===== src/rtl/irrx_irq_pkg.sv =====
package irrx_irq_pkg;
  localparam int unsigned GLB_BIT = 7;
  localparam int unsigned TMR_BIT = 2;
  localparam int unsigned LSR_BIT = 1;
  localparam int unsigned RXL_BIT = 0;
  localparam logic [7:0]  EN_MASK = 8'h87;
  localparam logic [7:0]  ST_MASK = 8'h07;

  // master enable gating the OR of per-cause enabled status bits
  function automatic logic irq_merge(input logic [7:0] en, input logic [7:0] st);
    return en[GLB_BIT] & (|(en & st & ST_MASK));
  endfunction
endpackage


===== src/rtl/irrx_en_reg.sv =====
module irrx_en_reg
  import irrx_irq_pkg::*;
(
  input  logic       clk,
  input  logic       rst_n,
  input  logic       we,
  input  logic [7:0] wdata,
  output logic [7:0] en_q
);
  always_ff @(posedge clk or negedge rst_n) begin
    if (!rst_n)  en_q <= 8'h00;
    else if (we) en_q <= wdata & EN_MASK;
  end

  assert_en_write_R1: assert property (@(posedge clk) disable iff (!rst_n)
    we |=> (en_q == ($past(wdata) & EN_MASK)));
  assert_en_hold_R1: assert property (@(posedge clk) disable iff (!rst_n)
    !we |=> $stable(en_q));
endmodule


===== src/rtl/irrx_evt_latch.sv =====
module irrx_evt_latch (
  input  logic clk,
  input  logic rst_n,
  input  logic set_i,
  input  logic clr_i,
  output logic q
);
  always_ff @(posedge clk or negedge rst_n) begin
    if (!rst_n)      q <= 1'b0;
    else if (set_i)  q <= 1'b1;
    else if (clr_i)  q <= 1'b0;
  end

  // set dominates clear (R4 timer, R5 line)
  assert_latch_set_R4_R5: assert property (@(posedge clk) disable iff (!rst_n)
    set_i |=> q);
  assert_latch_clr_R4_R5: assert property (@(posedge clk) disable iff (!rst_n)
    (clr_i && !set_i) |=> !q);
  assert_latch_keep_R3: assert property (@(posedge clk) disable iff (!rst_n)
    (!set_i && !clr_i) |=> $stable(q));
endmodule


===== src/rtl/irrx_rx_tmo.sv =====
module irrx_rx_tmo #(
  parameter int unsigned LVL_W   = 5,
  parameter int unsigned TMO_CYC = 64
) (
  input  logic             clk,
  input  logic             rst_n,
  input  logic [LVL_W-1:0] fill,
  input  logic [LVL_W-1:0] thresh,
  input  logic             byte_in,
  input  logic             rbr_rd,
  output logic             level_hit,
  output logic             tmo_fire,
  output logic             st_rx
);
  localparam int unsigned     CNT_W    = $clog2(TMO_CYC + 1);
  localparam logic [CNT_W-1:0] CNT_LOAD = CNT_W'(TMO_CYC);

  function automatic logic lvl_reached(input logic [LVL_W-1:0] f,
                                       input logic [LVL_W-1:0] t);
    return f >= t;
  endfunction

  logic [CNT_W-1:0] cnt;
  logic             has_data;
  logic             reload;

  assign has_data  = (fill != '0);
  assign level_hit = lvl_reached(fill, thresh);
  assign tmo_fire  = (cnt == '0) && has_data && !level_hit;
  assign reload    = byte_in | rbr_rd | !has_data | tmo_fire;

  always_ff @(posedge clk or negedge rst_n) begin
    if (!rst_n)          cnt <= CNT_LOAD;
    else if (reload)     cnt <= CNT_LOAD;
    else if (cnt != '0)  cnt <= cnt - 1'b1;
  end

  always_ff @(posedge clk or negedge rst_n) begin
    if (!rst_n) st_rx <= 1'b0;
    else        st_rx <= level_hit | tmo_fire | (st_rx & ~rbr_rd);
  end

  assert_level_set_R6: assert property (@(posedge clk) disable iff (!rst_n)
    level_hit |=> st_rx);
  assert_tmo_set_R7: assert property (@(posedge clk) disable iff (!rst_n)
    tmo_fire |=> st_rx);
  assert_cnt_range_R7: assert property (@(posedge clk) disable iff (!rst_n)
    cnt <= CNT_LOAD);
  assert_tmo_reload_R7: assert property (@(posedge clk) disable iff (!rst_n)
    (byte_in || rbr_rd) |=> !tmo_fire);
  assert_read_clear_R8: assert property (@(posedge clk) disable iff (!rst_n)
    (rbr_rd && !level_hit && !tmo_fire) |=> !st_rx);
endmodule


===== src/rtl/irrx_irq_ctrl.sv =====
module irrx_irq_ctrl
  import irrx_irq_pkg::*;
#(
  parameter int unsigned LVL_W   = 5,
  parameter int unsigned TMO_CYC = 64
) (
  input  logic             clk,
  input  logic             rst_n,
  input  logic             cfg_we,
  input  logic [7:0]       cfg_wdata,
  input  logic             stat_rd,
  input  logic             tmr_run_en,
  input  logic             tmr_zero,
  input  logic             err_overrun,
  input  logic             err_parity,
  input  logic             err_stop,
  input  logic             err_silent,
  input  logic             lsr_rd,
  input  logic             rbr_rd,
  input  logic             byte_in,
  input  logic [LVL_W-1:0] fill_lvl,
  input  logic [LVL_W-1:0] rx_thresh,
  output logic [7:0]       en_reg,
  output logic [7:0]       stat_reg,
  output logic             irq
);
  localparam int unsigned N_LATCH = 2;  // 0: line cause, 1: timer cause

  logic [7:0]         en_q;
  logic [N_LATCH-1:0] lt_set;
  logic [N_LATCH-1:0] lt_clr;
  logic [N_LATCH-1:0] lt_q;
  logic               line_err;
  logic               tmr_evt;
  logic               level_hit;
  logic               tmo_fire;
  logic               st_rx;

  assign line_err = err_overrun | err_parity | err_stop | err_silent;
  assign tmr_evt  = tmr_zero & tmr_run_en & en_q[TMR_BIT];

  assign lt_set = {tmr_evt, line_err};
  assign lt_clr = {stat_rd, lsr_rd};

  irrx_en_reg u_en (
    .clk   (clk),
    .rst_n (rst_n),
    .we    (cfg_we),
    .wdata (cfg_wdata),
    .en_q  (en_q)
  );

  for (genvar gi = 0; gi < N_LATCH; gi++) begin : g_latch
    irrx_evt_latch u_lt (
      .clk   (clk),
      .rst_n (rst_n),
      .set_i (lt_set[gi]),
      .clr_i (lt_clr[gi]),
      .q     (lt_q[gi])
    );
  end

  irrx_rx_tmo #(.LVL_W(LVL_W), .TMO_CYC(TMO_CYC)) u_rx (
    .clk       (clk),
    .rst_n     (rst_n),
    .fill      (fill_lvl),
    .thresh    (rx_thresh),
    .byte_in   (byte_in),
    .rbr_rd    (rbr_rd),
    .level_hit (level_hit),
    .tmo_fire  (tmo_fire),
    .st_rx     (st_rx)
  );

  assign en_reg   = en_q;
  assign stat_reg = {5'b00000, lt_q[1], lt_q[0], st_rx};
  assign irq      = irq_merge(en_q, stat_reg);

  assert_glb_mask_R9: assert property (@(posedge clk) disable iff (!rst_n)
    !en_reg[GLB_BIT] |-> !irq);
  assert_no_src_R9: assert property (@(posedge clk) disable iff (!rst_n)
    (stat_reg == 8'h00) |-> !irq);
  assert_tmr_gate_R3: assert property (@(posedge clk) disable iff (!rst_n)
    (!stat_reg[TMR_BIT] && !(tmr_zero && tmr_run_en && en_reg[TMR_BIT]))
      |=> !stat_reg[TMR_BIT]);
  assert_mask_keeps_R10: assert property (@(posedge clk) disable iff (!rst_n)
    (cfg_we && stat_reg[LSR_BIT] && !lsr_rd) |=> stat_reg[LSR_BIT]);
  assert_line_set_R5: assert property (@(posedge clk) disable iff (!rst_n)
    line_err |=> stat_reg[LSR_BIT]);
endmodule


===== config.mk =====
export PLATFORM = sky130hd
export DESIGN_NAME = irrx_irq_ctrl
export DESIGN_NICKNAME = d
export VERILOG_FILES = /design/src/rtl/irrx_irq_pkg.sv /design/src/rtl/irrx_en_reg.sv /design/src/rtl/irrx_evt_latch.sv /design/src/rtl/irrx_rx_tmo.sv /design/src/rtl/irrx_irq_ctrl.sv
export SDC_FILE = /design/constraint.sdc
export NUM_CORES = 1
export LEC_CHECK = 0
export BUFFER_PORTS_ARGS = -buffer_cell sky130_fd_sc_hd__clkbuf_2
export CORE_ASPECT_RATIO = 0.7
export CORE_UTILIZATION = 39
export DETAILED_ROUTE_END_ITERATION = 8
export HOLD_SLACK_MARGIN = 0.15
export MAX_ROUTING_LAYER = met4
export PLACE_DENSITY = 0.84
export SYNTH_ARGS = -nofsm -noshare
export SYNTH_HDL_FRONTEND = slang
export SYNTH_SLANG_ARGS = --single-unit

===== constraint.sdc =====
create_clock -name clk -period 1.75 [get_ports clk]
set_input_delay 0.35 -clock clk [delete_from_list [all_inputs] [get_ports clk]]
set_output_delay 0.35 -clock clk [all_outputs]
set_load 0.01 [all_outputs]

==> results.txt <==
* Power Total: 0.912 mW
- Critical path arrival: 1870 ps
- Highest clock rate: 591 MHz
- Vias after detailed routing: 780
- Peak per-stage delay on the critical path: 550 ps
- The worst setup path is launched from a flop.
- Final Wtd Congestion: 0.785
- Yosys printed 0 warnings.
- Of the total power, the share spent switching nets is between 30% and 40%.
- Placed inst area: 1090 sq um
* TritonCTS clock tree: yes
* Total DRC errors in the routed layout: 0
* RSZ-0062 raised after global routing: true
* Post-DR vias/cell: roughly 4.6
* Hold Path Origin: stat_rd
- After synthesis the cells add up to 897 sq um.
- Cts bufs inserted: 3
- Die Span Y: 42.1 microns
- Fin util: 55.7%
* Fraction of power consumed by the clock network: 22.2%
- Setup violations remaining at the end of the flow were counted as 0.
- Data on the critical path is required at its endpoint by 1930 ps.
- For this design, the sink count on the clock tree is 14.
- Crit path capture type: flop
- In the finished design, the share of the clock period the worst path needs comes to 96.7%.
- The cell family contributing the most delay on the critical path is simple AND/OR/NAND/NOR gates.
* Area growth from synthesis to layout: 33.8%
* Count of buffer and inverter cells on the critical path: 0
- Largest net degree at the start of global routing: 15
- The floorplan has 14 rows.
- Before CTS, the worst setup slack after placement is 38.4 ps.
- Critical path, cell by cell: or4_4 -> or2_4 -> o211ai_4 -> nor2_1
* Crit Path Class: flop to flop
- Summed over all cells, the static leakage comes to 0.650 nW.
* Worst-path clk slew: 90 ps
- Initial DRT Pass Iterations: 4
- WL final: 1980 microns
- Number of cells after detailed placement: 160
- In this run the critical register-to-register path is launched from u_rx.cnt[2].
- Slack of the worst reg-to-reg path: 60 ps
- Counting along the longest clock path gives a buffer depth of 2.
* Final HPWL from detailed placement: 1530 microns
* Post-Synthesis Mean Instance Area: 9.75 sq um
* Share of total power in combinational logic: ~36%
- Total internal power: 0.618 mW
- Destination of the worst register-to-register timing path: u_rx.cnt[3]
- DIE AREA: about 2500 sq um
- Sequential cells burn between 40 and 50% of the power.
- After the first detailed-routing iteration, the DRC count stood at 33.
- The total overflow left after global routing is 0.
- Floorplan die width: between 50 and 60 microns
- Worst Hold Path EP: g_latch[1].u_lt.q
- Total negative slack for setup checks: 0 ps
* Vias in the first global route: 735
- Final std cell area, no fill: 1200 sq um
- Fin nets: 178
* Worst-skew pair later-pin latency: 290 ps
- For the worst flop-to-flop path, the logic depth is 4.
- The tightest hold path in the finished design has a slack of 221 ps.
- The analysis attributes to net switching a power of 0.294 mW.
- For this configuration, the core starts out at a cell density of between 40% and 50%.
- In this run the power density over the cells is 760 nW/um^2.
* Global-route wire length before repair: roughly 3100 microns
* Synth unique cells: 32
- The tool flagged a number of max-cap violations equal to 0.
- Finished Layout Cells: about 170
* Instance count along the most critical hold path: 2
- Global routing consumed, over all layers together, 17.3% of the routing resources.
- Min Tclk post-route: 1690 ps
- Synthesized netlist cell count: 92
- Antenna-violating nets left: 0
- I/O Pins: 48
- Worst Setup Slack, final: a little under 60 ps
* Sequential cell area fraction in the yosys report: around two fifths
- Clock tree synthesis selected as its root buffer the cell sky130_fd_sc_hd__clkbuf_4.
- The total area inside the core boundary comes to around 2200 sq um.
- Number of antenna violations at the first check in global routing: 0
- Final max-slew violation count: 0
- The hold violation total from the final report came to 0.
- Total inserted antenna cells: 0
- Synthesis inferred 14 register bits.
- Final routed wire length divided by cell count: 11.6 microns
- Total number of H-tree levels: 1
* Min-Delay Path Class: input port to flop
- The worst-case IR drop observed on VDD is 0.260 mV.
* Largest fanout of any net on the critical path: 7
- Port buffering added 34 buffers.
- On the critical path, the stage with the largest delay is an instance of sky130_fd_sc_hd__or4_4.
- The run finished with clean final reports.
* Proportion of layout cells with a drive suffix above 1: 44.6%
* Max Clock Skew: 3.55 ps
-- cell families (layout without fill, tap and decap cells) --
| kind of cell | Yosys count | count (layout) | synth area share, % |
|---|---|---|---|
| AND/OR/NAND/NOR | 24 | 24 | 14.5 |
| buffers and inverters | 24 | 63 | 15.2 |
| AO/OA/AOI/OAI | 15 | 15 | 13.0 |
| flip-flops | 14 | 14 | 39.2 |
| adder cells (fa/ha/maj) | 7 | 7 | 9.76 |
| multiplexers | 4 | 4 | 5.02 |
| XOR/XNOR | 3 | 3 | 2.93 |
| other | 1 | 9 | 0.418 |
-- cells in the mapped netlist --
| library cell | number | area [sq um] |
|---|---|---|
| sky130_fd_sc_hd__ha_1 | 7 | 87.6 |
| sky130_fd_sc_hd__buf_2 | 1 | 5.00 |
| sky130_fd_sc_hd__conb_1 | 1 | 3.75 |
| sky130_fd_sc_hd__dfrtp_1 | 13 | 325 |
| sky130_fd_sc_hd__o21ai_0 | 3 | 15.0 |
| sky130_fd_sc_hd__a222oi_1 | 1 | 10.0 |
| sky130_fd_sc_hd__nor2b_1 | 2 | 12.5 |
| sky130_fd_sc_hd__or4_4 | 1 | 11.3 |
| sky130_fd_sc_hd__buf_4 | 12 | 90.1 |
| sky130_fd_sc_hd__nor2_1 | 7 | 26.3 |
| sky130_fd_sc_hd__a221o_1 | 1 | 10.0 |
| sky130_fd_sc_hd__o211ai_1 | 1 | 7.51 |
| sky130_fd_sc_hd__nand2_1 | 2 | 7.51 |
| sky130_fd_sc_hd__nand4_1 | 1 | 6.26 |
| sky130_fd_sc_hd__dfstp_2 | 1 | 26.3 |
| sky130_fd_sc_hd__a21oi_1 | 4 | 20.0 |
| sky130_fd_sc_hd__nand2b_1 | 2 | 12.5 |
| sky130_fd_sc_hd__o221ai_1 | 1 | 8.76 |
| sky130_fd_sc_hd__a211oi_1 | 1 | 7.51 |
| sky130_fd_sc_hd__o31ai_1 | 1 | 7.51 |
| sky130_fd_sc_hd__a211o_1 | 1 | 8.76 |
| sky130_fd_sc_hd__or4_1 | 1 | 7.51 |
| sky130_fd_sc_hd__xnor2_1 | 1 | 8.76 |
| sky130_fd_sc_hd__o211ai_4 | 1 | 21.3 |
| sky130_fd_sc_hd__nand3_1 | 2 | 10.0 |
| sky130_fd_sc_hd__nand3b_1 | 1 | 7.51 |
| sky130_fd_sc_hd__mux2_2 | 4 | 45.0 |
| sky130_fd_sc_hd__inv_1 | 11 | 41.3 |
| sky130_fd_sc_hd__or2_0 | 1 | 6.26 |
| sky130_fd_sc_hd__xor2_1 | 2 | 17.5 |
| sky130_fd_sc_hd__nor3_1 | 2 | 10.0 |
| sky130_fd_sc_hd__nor4_1 | 2 | 12.5 |
-- power by group through the flow --
stage               registers [mW]  clock network [mW]  logic [mW]
CTS                          0.385               0.205       0.282
global placement             0.388                   0       0.263
detailed placement           0.391                   0       0.277
finish                       0.385               0.203       0.325
global route                 0.388               0.216       0.355
floorplan                    0.394                   0       0.173
-- state kept, by name (all words and copies together) (netlist names) --
signal / flops
g_latch.u_lt.q: 2
u_rx.cnt: 7
u_rx.st_rx: 1
u_en.en_q: 4
-- how the worst max path moves through the flow --
stage / endpoint / cells past startpoint / startpoint
after CTS: u_rx.cnt[0] / 5 / u_rx.cnt[2]
final: u_rx.cnt[3] / 4 / u_rx.cnt[2]
after detailed placement: u_rx.cnt[0] / 5 / u_rx.cnt[2]
after global routing: irq / 3 / u_rx.st_rx
after floorplan: u_rx.cnt[1] / 5 / u_rx.cnt[2]
after global placement: u_rx.cnt[1] / 4 / u_rx.cnt[2]
-- metal layers --
metal	share of wire (%)	up-vias	global-route usage [%]
met5	0	-	-
met4	0.76	0	6.67
met3	3.7	3	2.78
met2	55	24	30.8
met1	40	364	19.1
li1	-	389	-
-- cell type report --
class	instances	area, sq um
well taps	32	40.0
fillers	194	955
clock buffers	4	26.3
repair buffers	48	278
inverters	11	41.3
multi-input cells	62	463
flip-flops and latches	14	352
-- cells in the final DEF, fill, tap and decap left out, types with 2 or more instances in the layout --
cell                       netlist  layout
sky130_fd_sc_hd__mux2_2          4       4
sky130_fd_sc_hd__nor4_1          2       2
sky130_fd_sc_hd__dfrtp_1        13      13
sky130_fd_sc_hd__o21ai_0         3       2
sky130_fd_sc_hd__a21oi_1         4       4
sky130_fd_sc_hd__nor2_1          7       7
sky130_fd_sc_hd__xor2_1          2       2
sky130_fd_sc_hd__clkbuf_2        0      34
sky130_fd_sc_hd__clkbuf_4        0       3
sky130_fd_sc_hd__inv_1          11      11
sky130_fd_sc_hd__nor2b_1         2       2
sky130_fd_sc_hd__ha_1            7       7
sky130_fd_sc_hd__nand2_1         2       2
sky130_fd_sc_hd__conb_1          1       9
sky130_fd_sc_hd__nand3_1         2       2
sky130_fd_sc_hd__buf_4          12      13
sky130_fd_sc_hd__nand2b_1        2       2
-- what timing repair did --
item,4_1_cts,5_1_grt
hold buffers,1,0
hold endpoints to repair,13,0
setup endpoints to repair,0,8
gates resized for setup,0,7
setup buffers,0,6
Power figures use the tool's default switching activity.
